### src/rtl/dmairq_pkg.sv
package dmairq_pkg;
  localparam int N_SRC  = 4;
  localparam int ADDR_W = 5;
  localparam int DATA_W = 8;
  localparam int CODE_W = 3;

  typedef enum logic [2:0] {
    CMD_NULL     = 3'b000,
    CMD_CLR_IP   = 3'b001,
    CMD_CLR_IUS  = 3'b010,
    CMD_CLR_BOTH = 3'b011,
    CMD_RSVD     = 3'b100,
    CMD_SET_IP   = 3'b101,
    CMD_SET_IUS  = 3'b110,
    CMD_SET_BOTH = 3'b111
  } cmd_e;

  typedef struct packed {
    logic             no_vec;
    logic             with_status;
    logic [N_SRC-1:0] en;
  } ctrl_t;

  // mask order: 3 rx_a, 2 tx_a, 1 rx_b, 0 tx_b; rank order: rx_a, rx_b, tx_a, tx_b
  function automatic logic [N_SRC-1:0] mask_to_rank(input logic [N_SRC-1:0] m);
    return {m[0], m[2], m[1], m[3]};
  endfunction

  function automatic logic [N_SRC-1:0] rank_to_mask(input logic [N_SRC-1:0] r);
    return {r[0], r[2], r[1], r[3]};
  endfunction
endpackage

### src/rtl/dmairq_regs.sv
module dmairq_regs
  import dmairq_pkg::*;
#(
  parameter logic [ADDR_W-1:0] CTRL_ADDR = 5'h01,
  parameter logic [ADDR_W-1:0] VEC_ADDR  = 5'h02,
  parameter logic [ADDR_W-1:0] CMD_ADDR  = 5'h03
) (
  input  logic              clk_i,
  input  logic              rst_ni,
  input  logic [ADDR_W-1:0] addr_i,
  input  logic              wr_i,
  input  logic              rd_i,
  input  logic [DATA_W-1:0] wdata_i,
  output logic [DATA_W-1:0] rdata_o,
  input  logic [N_SRC-1:0]  ip_i,
  input  logic [N_SRC-1:0]  ius_i,
  output ctrl_t             ctrl_o,
  output logic [DATA_W-1:0] vec_reg_o,
  output logic [N_SRC-1:0]  set_ip_o,
  output logic [N_SRC-1:0]  clr_ip_o,
  output logic [N_SRC-1:0]  set_ius_o,
  output logic [N_SRC-1:0]  clr_ius_o
);
  localparam int CTRL_W = $bits(ctrl_t);

  ctrl_t             ctrl_q;
  logic [DATA_W-1:0] vec_q;
  logic              cmd_we;
  cmd_e              cmd;
  logic [N_SRC-1:0]  cmd_mask;

  always_ff @(posedge clk_i or negedge rst_ni) begin
    if (!rst_ni) begin
      ctrl_q <= '0;
      vec_q  <= '0;
    end else if (wr_i) begin
      if (addr_i == CTRL_ADDR) ctrl_q <= ctrl_t'(wdata_i[CTRL_W-1:0]);
      if (addr_i == VEC_ADDR)  vec_q  <= wdata_i;
    end
  end

  assign cmd_we   = wr_i && (addr_i == CMD_ADDR);
  assign cmd      = cmd_e'(wdata_i[DATA_W-1 -: 3]);
  assign cmd_mask = wdata_i[N_SRC-1:0];

  // bit 2 of opcode: set/clear; bit 0: IP; bit 1: IUS; reserved 100 touches neither
  always_comb begin
    set_ip_o  = '0;
    clr_ip_o  = '0;
    set_ius_o = '0;
    clr_ius_o = '0;
    if (cmd_we) begin
      if (cmd[2]) begin
        if (cmd[0]) set_ip_o  = cmd_mask;
        if (cmd[1]) set_ius_o = cmd_mask;
      end else begin
        if (cmd[0]) clr_ip_o  = cmd_mask;
        if (cmd[1]) clr_ius_o = cmd_mask;
      end
    end
  end

  always_comb begin
    rdata_o = '0;
    if (rd_i) begin
      unique case (addr_i)
        CTRL_ADDR: rdata_o = DATA_W'(ctrl_q);
        VEC_ADDR:  rdata_o = vec_q;
        CMD_ADDR:  rdata_o = {ius_i, ip_i};
        default:   rdata_o = '0;
      endcase
    end
  end

  assign ctrl_o    = ctrl_q;
  assign vec_reg_o = vec_q;

  p_set_clr_excl_r3: assert property (@(posedge clk_i) disable iff (!rst_ni)
    ((set_ip_o & clr_ip_o) == '0) && ((set_ius_o & clr_ius_o) == '0));
endmodule

### src/rtl/dmairq_state.sv
module dmairq_state
  import dmairq_pkg::*;
(
  input  logic             clk_i,
  input  logic             rst_ni,
  input  logic [N_SRC-1:0] hw_set_i,
  input  logic [N_SRC-1:0] set_ip_i,
  input  logic [N_SRC-1:0] clr_ip_i,
  input  logic [N_SRC-1:0] set_ius_i,
  input  logic [N_SRC-1:0] clr_ius_i,
  input  logic [N_SRC-1:0] ack_set_i,
  output logic [N_SRC-1:0] ip_o,
  output logic [N_SRC-1:0] ius_o
);
  for (genvar i = 0; i < N_SRC; i++) begin : g_src
    logic ip_q, ius_q;
    always_ff @(posedge clk_i or negedge rst_ni) begin
      if (!rst_ni) begin
        ip_q  <= 1'b0;
        ius_q <= 1'b0;
      end else begin
        // any set beats a clear in the same cycle
        ip_q  <= (ip_q & ~clr_ip_i[i]) | set_ip_i[i] | hw_set_i[i];
        ius_q <= (ius_q & ~clr_ius_i[i]) | set_ius_i[i] | ack_set_i[i];
      end
    end
    assign ip_o[i]  = ip_q;
    assign ius_o[i] = ius_q;
  end

  p_hold_r3: assert property (@(posedge clk_i) disable iff (!rst_ni)
    ((hw_set_i | set_ip_i | clr_ip_i | set_ius_i | clr_ius_i | ack_set_i) == '0)
    |=> ($stable(ip_o) && $stable(ius_o)));

  p_hw_wins_r4: assert property (@(posedge clk_i) disable iff (!rst_ni)
    (hw_set_i != '0) |=> ((ip_o & $past(hw_set_i)) == $past(hw_set_i)));
endmodule

### src/rtl/dmairq_prio.sv
module dmairq_prio
  import dmairq_pkg::*;
(
  input  logic [N_SRC-1:0]  ip_i,
  input  logic [N_SRC-1:0]  ius_i,
  input  logic [N_SRC-1:0]  en_i,
  output logic              irq_o,
  output logic [N_SRC-1:0]  win_mask_o,
  output logic [CODE_W-1:0] code_o
);
  localparam int RANK_W = $clog2(N_SRC);

  logic [N_SRC-1:0]  pend_r, ius_r, win_r;
  logic              found, blocked;
  logic [RANK_W-1:0] rank;

  assign pend_r = mask_to_rank(ip_i & en_i);
  assign ius_r  = mask_to_rank(ius_i);

  always_comb begin
    found   = 1'b0;
    blocked = 1'b0;
    rank    = '0;
    win_r   = '0;
    for (int k = 0; k < N_SRC; k++) begin
      if (!found) begin
        if (ius_r[k]) blocked = 1'b1;
        if (pend_r[k]) begin
          found    = 1'b1;
          rank     = RANK_W'(k);
          win_r[k] = 1'b1;
        end
      end
    end
  end

  assign irq_o      = found && !blocked;
  assign win_mask_o = rank_to_mask(win_r);
  assign code_o     = found ? {1'b1, rank} : '0;
endmodule

### src/rtl/dmairq_ctrl.sv
module dmairq_ctrl
  import dmairq_pkg::*;
(
  input  logic              clk_i,
  input  logic              rst_ni,
  input  logic [ADDR_W-1:0] addr_i,
  input  logic              wr_i,
  input  logic              rd_i,
  input  logic [DATA_W-1:0] wdata_i,
  output logic [DATA_W-1:0] rdata_o,
  input  logic [N_SRC-1:0]  hw_ip_set_i,
  output logic              irq_o,
  input  logic              iack_i,
  output logic [DATA_W-1:0] vec_o,
  output logic              vec_oe_o
);
  ctrl_t              ctrl;
  logic [DATA_W-1:0]  vec_reg, vec_val;
  logic [N_SRC-1:0]   set_ip, clr_ip, set_ius, clr_ius, ack_set;
  logic [N_SRC-1:0]   ip_q, ius_q, win_mask;
  logic [CODE_W-1:0]  code;
  logic               irq;

  dmairq_regs u_regs (
    .clk_i     (clk_i),
    .rst_ni    (rst_ni),
    .addr_i    (addr_i),
    .wr_i      (wr_i),
    .rd_i      (rd_i),
    .wdata_i   (wdata_i),
    .rdata_o   (rdata_o),
    .ip_i      (ip_q),
    .ius_i     (ius_q),
    .ctrl_o    (ctrl),
    .vec_reg_o (vec_reg),
    .set_ip_o  (set_ip),
    .clr_ip_o  (clr_ip),
    .set_ius_o (set_ius),
    .clr_ius_o (clr_ius)
  );

  dmairq_state u_state (
    .clk_i     (clk_i),
    .rst_ni    (rst_ni),
    .hw_set_i  (hw_ip_set_i),
    .set_ip_i  (set_ip),
    .clr_ip_i  (clr_ip),
    .set_ius_i (set_ius),
    .clr_ius_i (clr_ius),
    .ack_set_i (ack_set),
    .ip_o      (ip_q),
    .ius_o     (ius_q)
  );

  dmairq_prio u_prio (
    .ip_i       (ip_q),
    .ius_i      (ius_q),
    .en_i       (ctrl.en),
    .irq_o      (irq),
    .win_mask_o (win_mask),
    .code_o     (code)
  );

  assign ack_set  = (iack_i && irq) ? win_mask : '0;
  assign vec_val  = ctrl.with_status ? {vec_reg[DATA_W-1:4], code, vec_reg[0]} : vec_reg;
  assign vec_oe_o = iack_i && !ctrl.no_vec;
  assign vec_o    = vec_oe_o ? vec_val : '0;
  assign irq_o    = irq;

  p_irq_needs_ip_r5: assert property (@(posedge clk_i) disable iff (!rst_ni)
    irq_o |-> ((ip_q & ctrl.en) != '0));

  p_ack_sets_ius_r6: assert property (@(posedge clk_i) disable iff (!rst_ni)
    (iack_i && irq_o) |=> ($countones(ius_q & ~$past(ius_q)) <= 1) && (ius_q != '0));

  p_code_legal_r8: assert property (@(posedge clk_i) disable iff (!rst_ni)
    (vec_oe_o && ctrl.with_status) |-> (vec_o[3] || (vec_o[3:1] == 3'b000)));

  p_quiet_bus_r7: assert property (@(posedge clk_i) disable iff (!rst_ni)
    !iack_i |-> (!vec_oe_o && (vec_o == '0)));
endmodule

### config.mk
export PLATFORM = sky130hd
export DESIGN_NAME = dmairq_ctrl
export DESIGN_NICKNAME = d
export VERILOG_FILES = /design/src/rtl/dmairq_pkg.sv /design/src/rtl/dmairq_regs.sv /design/src/rtl/dmairq_state.sv /design/src/rtl/dmairq_prio.sv /design/src/rtl/dmairq_ctrl.sv
export SDC_FILE = /design/constraint.sdc
export NUM_CORES = 1
export LEC_CHECK = 0
export BUFFER_PORTS_ARGS = -buffer_cell sky130_fd_sc_hd__buf_2
export CORE_MARGIN = 3
export CORE_UTILIZATION = 40
export CTS_BUF_LIST = sky130_fd_sc_hd__clkbuf_4
export CTS_CLUSTER_SIZE = 30
export DETAILED_ROUTE_END_ITERATION = 8
export PLACE_DENSITY = 0.68
export SLEW_MARGIN = 0
export SYNTH_ARGS = -nofsm -noshare
export SYNTH_HDL_FRONTEND = slang
export SYNTH_HIERARCHICAL = 1
export SYNTH_SLANG_ARGS = --single-unit
### constraint.sdc
create_clock -name clk_i -period 1.9 [get_ports clk_i]
set_clock_uncertainty 0.05 [all_clocks]
set_input_delay 0.38 -clock clk_i [delete_from_list [all_inputs] [get_ports clk_i]]
set_output_delay 0.38 -clock clk_i [all_outputs]
set_load 0.01 [all_outputs]
* After elaboration in Yosys (flattened, before gate mapping)
Index checks and enable logic that the tools add are counted.
** Cells by class
- Div/mod/pow operators :: 0
- Order comparisons :: 0
- Reduce and logical (&&, ||, !) cells :: 8
- $mul :: 0
- Bitwise operators :: 33
- Eq/ne operators :: 3
- Mux-type cells :: 39
- Shift operators :: 0
- $add $sub $neg :: 0
** Operators with widths (number)
- 4-bit 2-to-1 mux :: 12
- 8-bit case mux with 3 select lines :: 1
- 1-bit 2-to-1 mux :: 18
- 8-bit 2-to-1 mux :: 2
- 1-bit OR :: 16
- 5-bit by 2-bit equality test with 1-bit output (second input constant) :: 2
- 2-bit 2-to-1 mux :: 5
- 1-bit bitwise AND :: 8
- 1-bit NOT :: 8
- 5-bit by 1-bit equality test with 1-bit output (second input constant) :: 1
- 4-bit bitwise AND :: 1
- 1-bit logical AND :: 4
- 2-bit AND reduction :: 2
- 3-bit 2-to-1 mux :: 1
- 1-bit logical NOT :: 2
** Storage, ports and cells
- Bits of input ports :: 22
- Memories kept :: 0
- Output and inout port bits :: 18
- ROM bits :: 0
- Bits in latches :: 0
- Logic and storage cells :: 95
- Bits in writable memories :: 0
- Flip-flop bits (word level) :: 22

* Logic depth before layout (Yosys ltp)
Gate-level depths: netlist (run 1).
- Depth in word-level cells :: 12
- Depth in mapped cells :: 7
- Depth with buffers taken out :: 6

* Modules after synthesis
The synthesis (run 1) kept the hierarchy.
** Modules (own cells, without submodules)
- dmairq_regs :: area an instance 933.4 um^2, seq. area each 350.3 um^2, cells each 81, instances 1
- dmairq_state :: area an instance 360.3 um^2, seq. area each 200.2 um^2, cells each 40, instances 1
- dmairq_ctrl :: area an instance 110.1 um^2, seq. area each 0.0 um^2, cells each 17, instances 1
- dmairq_prio :: area an instance 107.6 um^2, seq. area each 0.0 um^2, cells each 18, instances 1

* Worst setup path after synthesis (run 1)
No wires, ideal clock.
- Kind :: in2out
- Start :: in addr_i[1]
- End :: out rdata_o[5]
- Data arrival time :: 1.144 ns
- Slack :: 0.326 ns
- Path buffers :: 1
- Stages on the path :: 4
- Required time :: 1.470 ns
- Path through :: buf_2 mux2_2 a22oi_1 nor2_1
** Between the ends
- Word-level cells in the longest chain between the ends :: 3
- Elaborated cells between the ends (all ways) :: 5
- Those cells by class :: eq/ne: 3; mux: 2
** RTL lines
- from (decl) :: line dmairq_ctrl.sv:6 : input logic [ADDR_W-1:0] addr_i,
- 5-bit by 2-bit equality test with 1-bit output / 5-bit by 1-bit equality test with 1-bit output (equally long branches) :: line dmairq_regs.sv:66 : unique case (addr_i)
- 8-bit case mux with 3 select lines * :: line dmairq_regs.sv:66
- 8-bit 2-to-1 mux * :: line dmairq_regs.sv:65 : if (rd_i) begin
- to (decl) :: line dmairq_ctrl.sv:10 : output logic [DATA_W-1:0] rdata_o,
Mark *: on every way between the ends. The rest lies on a longest branch, timed or not.

* Worst setup path in the final report (run 1)
- Start :: reg u_regs.ctrl_q, in the netlist u_regs/ctrl_o[2]
- End :: out irq_o
** Between the ends
- Word-level cells in the longest chain between the ends :: 6
- Elaborated cells between the ends (all ways) :: 7
- Those cells by class :: mux: 4; bitwise: 1; reduce/logical: 2
** RTL lines
- from (decl) :: line dmairq_regs.sv:26 : ctrl_t ctrl_q;
- from (signal assigned) :: line dmairq_regs.sv:37 : if (addr_i == CTRL_ADDR) ctrl_q <= ctrl_t'(wdata_i[CTRL_W-1:0]);
- 4-bit bitwise AND * :: line dmairq_prio.sv:17 : assign pend_r = mask_to_rank(ip_i & en_i);
- 1-bit 2-to-1 mux * :: line dmairq_prio.sv:28 : if (pend_r[k]) begin
- 1-bit 2-to-1 mux * :: line dmairq_prio.sv:26 : if (!found) begin
- 1-bit 2-to-1 mux :: line dmairq_prio.sv:26
- 1-bit logical NOT :: line dmairq_prio.sv:37 : assign irq_o = found && !blocked;
- 1-bit logical AND * :: line dmairq_prio.sv:37
- to (decl) :: line dmairq_ctrl.sv:12 : output logic irq_o,
Marks and branches as above.

==> qor.yml, run 1 <==
syn_nets: 178
synth_seq_cells: 22
fin_crit_ns: 1.94
clkTransAtPathRegs_ns: 0.13
port_buffers: 39
grtUsageTotal_pct: 17.8
ir_worst_vdd_mv: 0.394
power_leakage_uw: 0.000935
wire_per_inst_um: 16.0
slew_headroom_pct: 65.9
via_per_inst: 5.43
max-clock-path-buffers: 2
drv_cap: 0
remaining_drc_errors: 0
drt_first_pass_iters: 4
max_freq_mhz: 515
syn_inst: 156
whs_ns: 0.200
fin_crit_sh_pct: 102
cts-root-buf: "clkbuf_4"
cp-end-kind: "primary output"
start_kind: "register"
routabilityCongestion: 0.908
min_path_cells: 3
overflow: 0
nNetsFinal: 217
cts_max_level: 1
cts_tree: "yes"
start_util_pct: 43.3
worstPathArrival_ns: 1.51
ys_types: 31
violations: "setup timing"
status: "complete, but fails checks"
grt_pass1_wl_mm: 6.04
rsz0062_at_grt: "true"
drt_iter0_markers: 57
finalPower_uw: 1350
cp_slowest_cell: "dfrtp_1"
grt_max_degree: 23
clock_latency_ns: 0.32
rows: 21
ys_seq_area_share_pct: 36.4
post-route-util_pct: 52.5
slew_viol_final: 0
die_area_mm2: 0.00455
die_w_um: 67.5
crit_path_cell_trace: "nand2_2 -> buf_4 -> nor2_1 -> o31a_1 -> buf_2"
postRouteAntennaNets: 0
cts.sinks: 22
n_antenna_cell: 0
setup.worst_path.class: "reg -> out"
cts_buffers: 3
hold_viol: 0
antenna_found_initial: 0
max_stage_delay_ns: 0.43
place_area_mm2: 0.00168
area_growth_pct: 21.4
first_global_vias: 1264
drive_above_1_share_pct: 51.5
reg2reg_depth: 7
wl_mm: 3.83
final_cell_area_mm2: 0.00183
die_h_um: 67.5
io_pins: 40
finalWorstSetupSlack_ns: -0.0427
hpwl_mm: 2.70
coreArea_mm2: 0.00349
setup_viol: 2
syn_area_per_cell_um2: 9.69
yosys_warnings: 6
critPathRequiredTime_ns: 1.47
worstMarginPinSlew_ns: 0.512
cp_max_fo: 5
syn_area_mm2: 0.00151
power.density_mw_per_mm2: 738
fillerInstances: 333
hp-class: "in -> reg"
vias: 1304
==> where the power goes <==
part / switching [uW] / total [uW] / internal (uW)
registers: 63.3 / 597 / 534
logic: 191 / 390 / 199
clock network: 153 / 367 / 213
==> sequential cells by signal, summed over array words and instances, names as in the netlist <==
name	flops
u_state/g_src.ip_q	4
u_regs/vec_reg_o	8
u_regs/ctrl_o	6
u_state/g_src.ius_q	4
==> cell type report <==
cell class | instances | area (um^2) | share of cell area [%]
Clock buffer | 3 | 22.5 | 1.23
Clock inverter | 1 | 30.0 | 1.64
Inverter | 10 | 37.5 | 2.05
Timing Repair Buffer | 48 | 265 | 14.5
Tap cell | 46 | 57.6 | 3.14
Sequential cell | 22 | 552 | 30.1
Multi-Input combinational cell | 110 | 870 | 47.4
==> layout by cell type (no fill, tap or decap), types with 2 or more instances in the layout <==
cell      netlist  layout
buf_2           1      39
nor2_1         23      23
dfrtp_1        22      21
mux2_2         20      19
and2_1          9       9
inv_1           9       9
buf_4           9       8
and4_2          8       8
o21ai_1         8       8
mux2i_1         5       5
and3_1          4       4
a22oi_2         0       4
clkbuf_4        0       3
nand2_4         3       3
nand2_2         1       3
a21oi_2         0       2
nor3_1          2       2
and4b_1         2       2
and4b_2         2       2
nor2b_1         2       2
a22oi_1         6       2
==> cell families (layout without fill, tap and decap cells) <==
family | after synthesis | count (layout) | synth area share, %
and+or+nand+nor | 67 | 67 | 29.4
muxes | 25 | 25 | 18.2
DFF | 22 | 22 | 36.4
buffers and inverters | 24 | 62 | 8.77
AOI/OAI and AO/OA | 18 | 18 | 7.20
==> timing repair <==
| action | 4_1_cts | 5_1_grt |
|---|---|---|
| hold buffers | 1 | 0 |
| gates cloned | 0 | 0 |
| endpoints found under the hold margin | 22 | 0 |
| setup endpoints to repair | 1 | 8 |
| pin swaps | 0 | 6 |
| resized for setup | 1 | 10 |
| setup buffers | 0 | 6 |
==> synthesized netlist by cell type <==
cell | n | area share, %
nor3_1 | 2 | 0.66
and2_1 | 9 | 3.7
mux2i_1 | 5 | 3.3
buf_6 | 1 | 0.74
nor4b_4 | 1 | 1.6
nand2_2 | 1 | 0.41
a21oi_1 | 3 | 0.99
a22oi_1 | 6 | 3.0
and4_2 | 8 | 5.3
and4_1 | 1 | 0.58
and3_1 | 4 | 1.7
o21ai_1 | 8 | 2.6
nand4_1 | 1 | 0.41
nand3b_2 | 1 | 0.74
dfrtp_1 | 22 | 36
buf_4 | 9 | 4.5
nand2_1 | 3 | 0.74
nor2b_1 | 2 | 0.83
nand2b_2 | 1 | 0.58
and3_4 | 1 | 0.74
buf_2 | 1 | 0.33
inv_2 | 1 | 0.25
nor2_1 | 23 | 5.7
o31a_1 | 1 | 0.58
nand2_4 | 3 | 2.2
and4b_1 | 2 | 1.3
nand3_1 | 2 | 0.66
and4b_2 | 2 | 1.5
clkbuf_1 | 3 | 0.74
inv_1 | 9 | 2.2
mux2_2 | 20 | 15
==> critical path, delay by kind of cell (launching register included) <==
kind	cells	cell delay, ns
buffers and inverters	2	0.29
AOI/OAI and AO/OA	1	0.29
DFF	1	0.43
and+or+nand+nor	2	0.17
==> worst paths after layout <==
| kind | startpoint | endpoint | slack (ns) |
|---|---|---|---|
| worst max-delay path | u_regs/ctrl_o[2] | irq_o | -0.04 |
| worst min-delay path | hw_ip_set_i[2] | u_state/g_src[2].ip_q | 0.20 |
| worst max register to register | u_regs/ctrl_o[2] | u_state/g_src[0].ius_q | 0.37 |
| worst min register to register | u_regs/vec_reg_o[7] | u_regs/vec_reg_o[7] | 0.48 |
| max in group asynchronous | rst_ni | u_regs/ctrl_o[4] | 0.92 |
| min in group asynchronous | rst_ni | u_state/g_src[1].ius_q | 0.49 |
==> metal layers <==
metal | vias up | track usage (%) | wire length, um
met1 | 626 | 23.2 | 1710
met2 | 51 | 29.5 | 1810
met3 | 8 | 4.66 | 250
met4 | 0 | 3.80 | 59
li1 | 619 | - | -
met5 | - | 0 | 0
==> stage by stage <==
| step | cells | setup TNS, ns | setup WS (ns) |
|---|---|---|---|
| 6_report | 240 | -0.0459 | -0.0427 |
| 3_5_place_dp | 229 | 0 | 0.146 |
| 4_1_cts | 234 | 0 | 0.00171 |
| 2_1_floorplan | 156 | 0 | 0.326 |
| 5_1_grt | 240 | -0.416 | -0.107 |
| 3_3_place_gp | 229 | 0 | 0.144 |
(Power assumes the default switching activity.)
==> run 2, diff against run 1 <==
--- a/config.mk
+++ b/config.mk
@@ -11,7 +11,6 @@
 export CTS_BUF_LIST = sky130_fd_sc_hd__clkbuf_4
 export CTS_CLUSTER_SIZE = 30
 export DETAILED_ROUTE_END_ITERATION = 8
-export PLACE_DENSITY = 0.68
 export SLEW_MARGIN = 0
 export SYNTH_ARGS = -nofsm -noshare
 export SYNTH_HDL_FRONTEND = slang
==> qor.yml, run 2 (same netlist as run 1, synthesis figures left out) <==
drt_iter0_markers: 46  # -19%
cp_slowest_cell: "dfrtp_1"
max_freq_mhz: 534  # +3.7%
seq_area_um2: 552  # unchanged
max_stage_delay_ns: 0.44  # about the same
overflow: 0  # unchanged
finalPower_uw: 1170  # -14%
vias: 1278  # -2.0%
path_common_cell: "nand2_4"
final_common_cell: "buf_2"
nNetsFinal: 216  # -0.46%
die_h_um: 67.5  # unchanged
antenna_found_initial: 0  # unchanged
wl_mm: 3.59  # -6.3%
first_global_vias: 1209  # -4.4%
whs_ns: 0.212  # +0.0119 ns
area_growth_pct: 18.3
grt_pass1_wl_mm: 5.74  # -4.9%
hpwl_mm: 2.78  # +2.8%
postRouteAntennaNets: 0  # unchanged
fin_crit_sh_pct: 98.6  # -3.7 points
fin_crit_ns: 1.87  # -0.0701 ns
reg2reg_depth: 6  # -1
cts_buffers: 3  # unchanged
largest_reg_flops: 8  # unchanged
slew_viol_final: 0  # unchanged
grtUsageTotal_pct: 16.9  # -0.92 points
drt_first_pass_iters: 4  # unchanged
setup.worst_path.class: "reg -> out"
crit_family: "flip-flops"
wire_per_inst_um: 15.0  # -5.9%
fillerInstances: 313  # -6.0%
hp-class: "in -> reg"
drive_above_1_share_pct: 49.2  # -2.3 points
slew_headroom_pct: 66.0  # +0.17 points
cts-root-buf: "clkbuf_4"
max-clock-path-buffers: 2  # unchanged
grt_max_degree: 23  # unchanged
hold_viol: 0  # unchanged
r2r_slack_ns: 0.42  # +0.05 ns
worstMarginPinSlew_ns: 0.509  # -0.00262 ns
final_cell_mix: "39 x buf_2, 23 x nor2_1, 21 x dfrtp_1"
die_w_um: 67.5  # unchanged
via_per_inst: 5.35  # -1.6%
setup_viol: 0  # -2
critPathRequiredTime_ns: 1.47  # about the same
coreArea_mm2: 0.00349  # unchanged
io_pins: 40  # unchanged
cts_tree: "yes"
cp_max_fo: 5  # unchanged
port_buffers: 39  # unchanged
routabilityCongestion: 0.914  # +0.67%
worstPathArrival_ns: 1.44  # -0.07 ns
start_kind: "register"
power_leakage_uw: 0.000916  # -2.1%
cp-end-kind: "primary output"
crit_buf_inv: 1  # -1
ir_worst_vdd_mv: 0.446  # +13%
rows: 21  # unchanged
n_antenna_cell: 0  # unchanged
crit_cells: 4  # -1
clock_latency_ns: 0.31  # about the same
drv_cap: 0  # unchanged
remaining_drc_errors: 0  # unchanged
rsz0062_at_grt: "true"
cts.sinks: 22  # unchanged
crit_path_cell_trace: "nand2_4 -> nand2_4 -> o31a_1 -> buf_2"
start_util_pct: 43.3  # unchanged
power.density_mw_per_mm2: 654  # -12%
status: "finished clean"
cts_max_level: 1  # unchanged
min_path_cells: 3  # unchanged
die_area_mm2: 0.00455  # unchanged
multiInputGateArea_um2: 857  # -1.4%
clkTransAtPathRegs_ns: 0.12  # about the same
[run 2: cell types whose count changed in the layout (fill, tap and decap cells not counted), sizes merged]
cell	previous run	this run
clkinv	0	1
bufinv	1	0
buf	47	46
[run 2: path summary, 6_finish.rpt]
path	to	from
hold reg to reg	u_regs/vec_reg_o[6]	u_regs/vec_reg_o[6]
min in group asynchronous	u_state/g_src[0].ip_q	rst_ni
hold / removal	u_state/g_src[0].ip_q	hw_ip_set_i[0]
setup reg to reg	u_state/g_src[0].ius_q	u_state/g_src[1].ip_q
setup / recovery	irq_o	u_state/g_src[1].ip_q
max in group asynchronous	u_regs/ctrl_o[4]	rst_ni
[run 2: power by group]
part	switching [uW]	internal [uW]	leakage (uW)	total, uW
Combinational	175	184	0.000650	359
Clock	137	76.8	0.0000154	214
Sequential	61.2	534	0.000250	595
[run 2: layer usage]
metal / share of wire [%] / GRT usage, % / up-vias / wire length [um]
met2: 48 / 28.4 / 45 / 1720
met4: 1.8 / 3.54 / 0 / 64
li1: - / - / 614 / -
met1: 44 / 21.9 / 609 / 1590
met5: 0 / 0 / - / 0
met3: 6.0 / 4.16 / 10 / 216
[run 2: stage by stage]
| stage | std cells | utilization (%) | worst slack [ns] | instance area [um^2] | setup TNS, ns |
|---|---|---|---|---|---|
| final | 239 | 51.2 | 0.0274 | 1790 | 0 |
| after CTS | 234 | 49.3 | 0.00714 | 1720 | 0 |
| after global routing | 239 | 51.2 | -0.0490 | 1790 | -0.0544 |
| after global placement | 229 | 48.2 | 0.135 | 1680 | 0 |
| after detailed placement | 229 | 48.2 | 0.124 | 1680 | 0 |
| after floorplan | 156 | - | 0.326 | 1510 | 0 |
[run 2: area by class of cell]
class	instances	share of cell area, %
Multi-Input combinational cell	110	47.9
Clock buffer	3	1.26
Inverter	10	2.10
Sequential cell	22	30.9
Clock inverter	1	0.210
Tap cell	46	3.22
Timing Repair Buffer	47	14.4
[run 2: timing repair]
action / 4_1_cts / 5_1_grt
pin swaps: 0 / 5
hold buffers: 1 / 0
endpoints found under the setup margin: 1 / 5
setup buffers: 0 / 5
hold endpoints to repair: 22 / 0
gates resized for setup: 1 / 7
[run 2: worst reg2reg max path: stages (launching register included)]
cell     delay, ns
dfrtp_1       0.44
nand2_4       0.11
nand2_4       0.06
o31a_1        0.36
and3_1        0.20
nor2_1        0.09
o21ai_1       0.06
==> run 3, diff against run 2 <==
--- a/config.mk
+++ b/config.mk
@@ -11,6 +11,7 @@
 export CTS_BUF_LIST = sky130_fd_sc_hd__clkbuf_4
 export CTS_CLUSTER_SIZE = 30
 export DETAILED_ROUTE_END_ITERATION = 8
+export SETUP_SLACK_MARGIN = 0.5
 export SLEW_MARGIN = 0
 export SYNTH_ARGS = -nofsm -noshare
 export SYNTH_HDL_FRONTEND = slang
==> qor.yml, run 3 (same netlist as run 1, synthesis figures left out) <==
status: "finished clean"
critPathRequiredTime_ns: 1.47  # about the same
slew_headroom_pct: 65.0  # -1.1 points
cts_tree: "yes"
cp_max_fo: 5  # unchanged
start_util_pct: 43.3  # unchanged
clock_latency_ns: 0.30  # about the same
drt_first_pass_iters: 4  # unchanged
max_freq_mhz: 555  # +3.9%
slew_viol_final: 0  # unchanged
drv_cap: 0  # unchanged
rows: 21  # unchanged
wl_mm: 3.90  # +8.6%
clkTransAtPathRegs_ns: 0.12  # about the same
grtUsageTotal_pct: 17.9  # +0.97 points
cp-end-kind: "primary output"
postRouteAntennaNets: 0  # unchanged
die_w_um: 67.5  # unchanged
cts_max_level: 1  # unchanged
coreArea_mm2: 0.00349  # unchanged
setup_viol: 0  # unchanged
remaining_drc_errors: 0  # unchanged
setup_tns_ns: 0  # unchanged
overflow: 0  # unchanged
io_pins: 40  # unchanged
final_common_cell: "buf_2"
die_area_mm2: 0.00455  # unchanged
port_buffers: 39  # unchanged
cts-root-buf: "clkbuf_4"
die_h_um: 67.5  # unchanged
via_per_inst: 5.24  # -2.0%
post-route-util_pct: 55.3  # +4.1 points
first_global_vias: 1246  # +3.1%
cts.sinks: 22  # unchanged
largest_reg_flops: 8  # unchanged
setup.worst_path.class: "reg -> out"
power.density_mw_per_mm2: 639  # -2.3%
final_cell_area_mm2: 0.00193  # +8.0%
final_cell_mix: "33 x buf_2, 22 x nor2_1, 20 x dfrtp_1"
nNetsFinal: 220  # +1.9%
grt_max_degree: 23  # unchanged
max-clock-path-buffers: 2  # unchanged
area_growth_pct: 27.8
dp_slack_ns: 0.144  # +0.0199 ns
place_area_mm2: 0.00170  # +0.89%
worstPathArrival_ns: 1.37  # -0.07 ns
antenna_found_initial: 0  # unchanged
wire_per_inst_um: 16.1  # +7.3%
fin_crit_ns: 1.80  # -0.0704 ns
drive_above_1_share_pct: 57.1  # +7.9 points
hold_viol: 0  # unchanged
grt_pass1_wl_mm: 6.00  # +4.6%
fin_crit_sh_pct: 94.9  # -3.7 points
drt_iter0_markers: 59  # +28%
worstMarginPinSlew_ns: 0.526  # +0.0164 ns
vias: 1268  # -0.78%
ir_worst_vdd_mv: 0.319  # -28%
finalWorstSetupSlack_ns: 0.0978  # +0.0704 ns
cts_buffers: 3  # unchanged
routabilityCongestion: 0.851  # -6.8%
hp-class: "in -> reg"
rsz0062_at_grt: "true"
hpwl_mm: 2.81  # +0.91%
n_antenna_cell: 0  # unchanged
start_kind: "register"
power_leakage_uw: 0.000970  # +5.9%
run 3: cell count changes in the layout (fill, tap and decap cells not counted), moves of 2 or more:
| cell | delta |
|---|---|
| buf_6 | +7 |
| buf_2 | -6 |
| and2_1 | -4 |
| and2_4 | +4 |
| a22oi_1 | -3 |
| a22oi_2 | +3 |
| and3_1 | -3 |
| and3_4 | +3 |
| buf_4 | +2 |
| mux2_2 | -2 |
| mux2_4 | +2 |
run 3: worst paths after layout:
path | startpoint | to | slack, ns | cells past startpoint
setup / recovery | u_regs/ctrl_o[2] | irq_o | 0.1 | 4
hold / removal | hw_ip_set_i[0] | u_state/g_src[0].ip_q | 0.22 | 3
setup reg to reg | u_regs/ctrl_o[2] | u_state/g_src[1].ius_q | 0.33 | 7
hold reg to reg | u_regs/vec_reg_o[7] | u_regs/vec_reg_o[7] | 0.51 | 1
max in group asynchronous | rst_ni | u_regs/ctrl_o[4] | 0.89 | 2
min in group asynchronous | rst_ni | u_state/g_src[0].ip_q | 0.52 | 2
run 3: layer usage:
metal  track usage [%]  vias up  wire length, um
li1                  -      617                -
met1              23.6      628             1750
met2              29.5       21             2010
met3              2.66        2              126
met4              6.33        0               21
met5                 0        -                0
run 3: repair_timing:
| action | CTS | global route |
|---|---|---|
| gates resized for setup | 10 | 21 |
| endpoints found under the hold margin | 22 | 0 |
| pin swaps | 9 | 12 |
| hold buffers | 1 | 0 |
| buffers inserted | 5 | 4 |
| endpoints found under the setup margin | 22 | 31 |
run 3: where the power goes:
group / switching [uW] / internal (uW) / total (uW)
Clock: 138 / 73.9 / 212
Sequential: 65.9 / 534 / 600
Combinational: 194 / 228 / 422
run 3: worst max-delay path: stages (launching register included):
cell and delay, ns:
dfrtp_1 0.43, nand2_4 0.11, nor2_1 0.05, o31a_1 0.33
buf_2 0.15
run 3: cell type report:
cell class	count	area (um^2)
Fill cell	332	1560
Multi-Input combinational cell	110	930
Sequential cell	22	553
Timing Repair Buffer	51	329
Tap cell	46	57.6
Inverter	10	40.0
Clock buffer	3	22.5
run 3: stage by stage:
| step | std cells | total power [uW] | hold slack, ns |
|---|---|---|---|
| final | 242 | 1230 | 0.218 |
| after global routing | 242 | 1320 | 0.207 |
| after CTS | 238 | 1190 | 0.209 |
| after detailed placement | 229 | 939 | 0.336 |
| after global placement | 229 | 928 | 0.335 |
| after floorplan | 156 | 833 | 0.0344 |
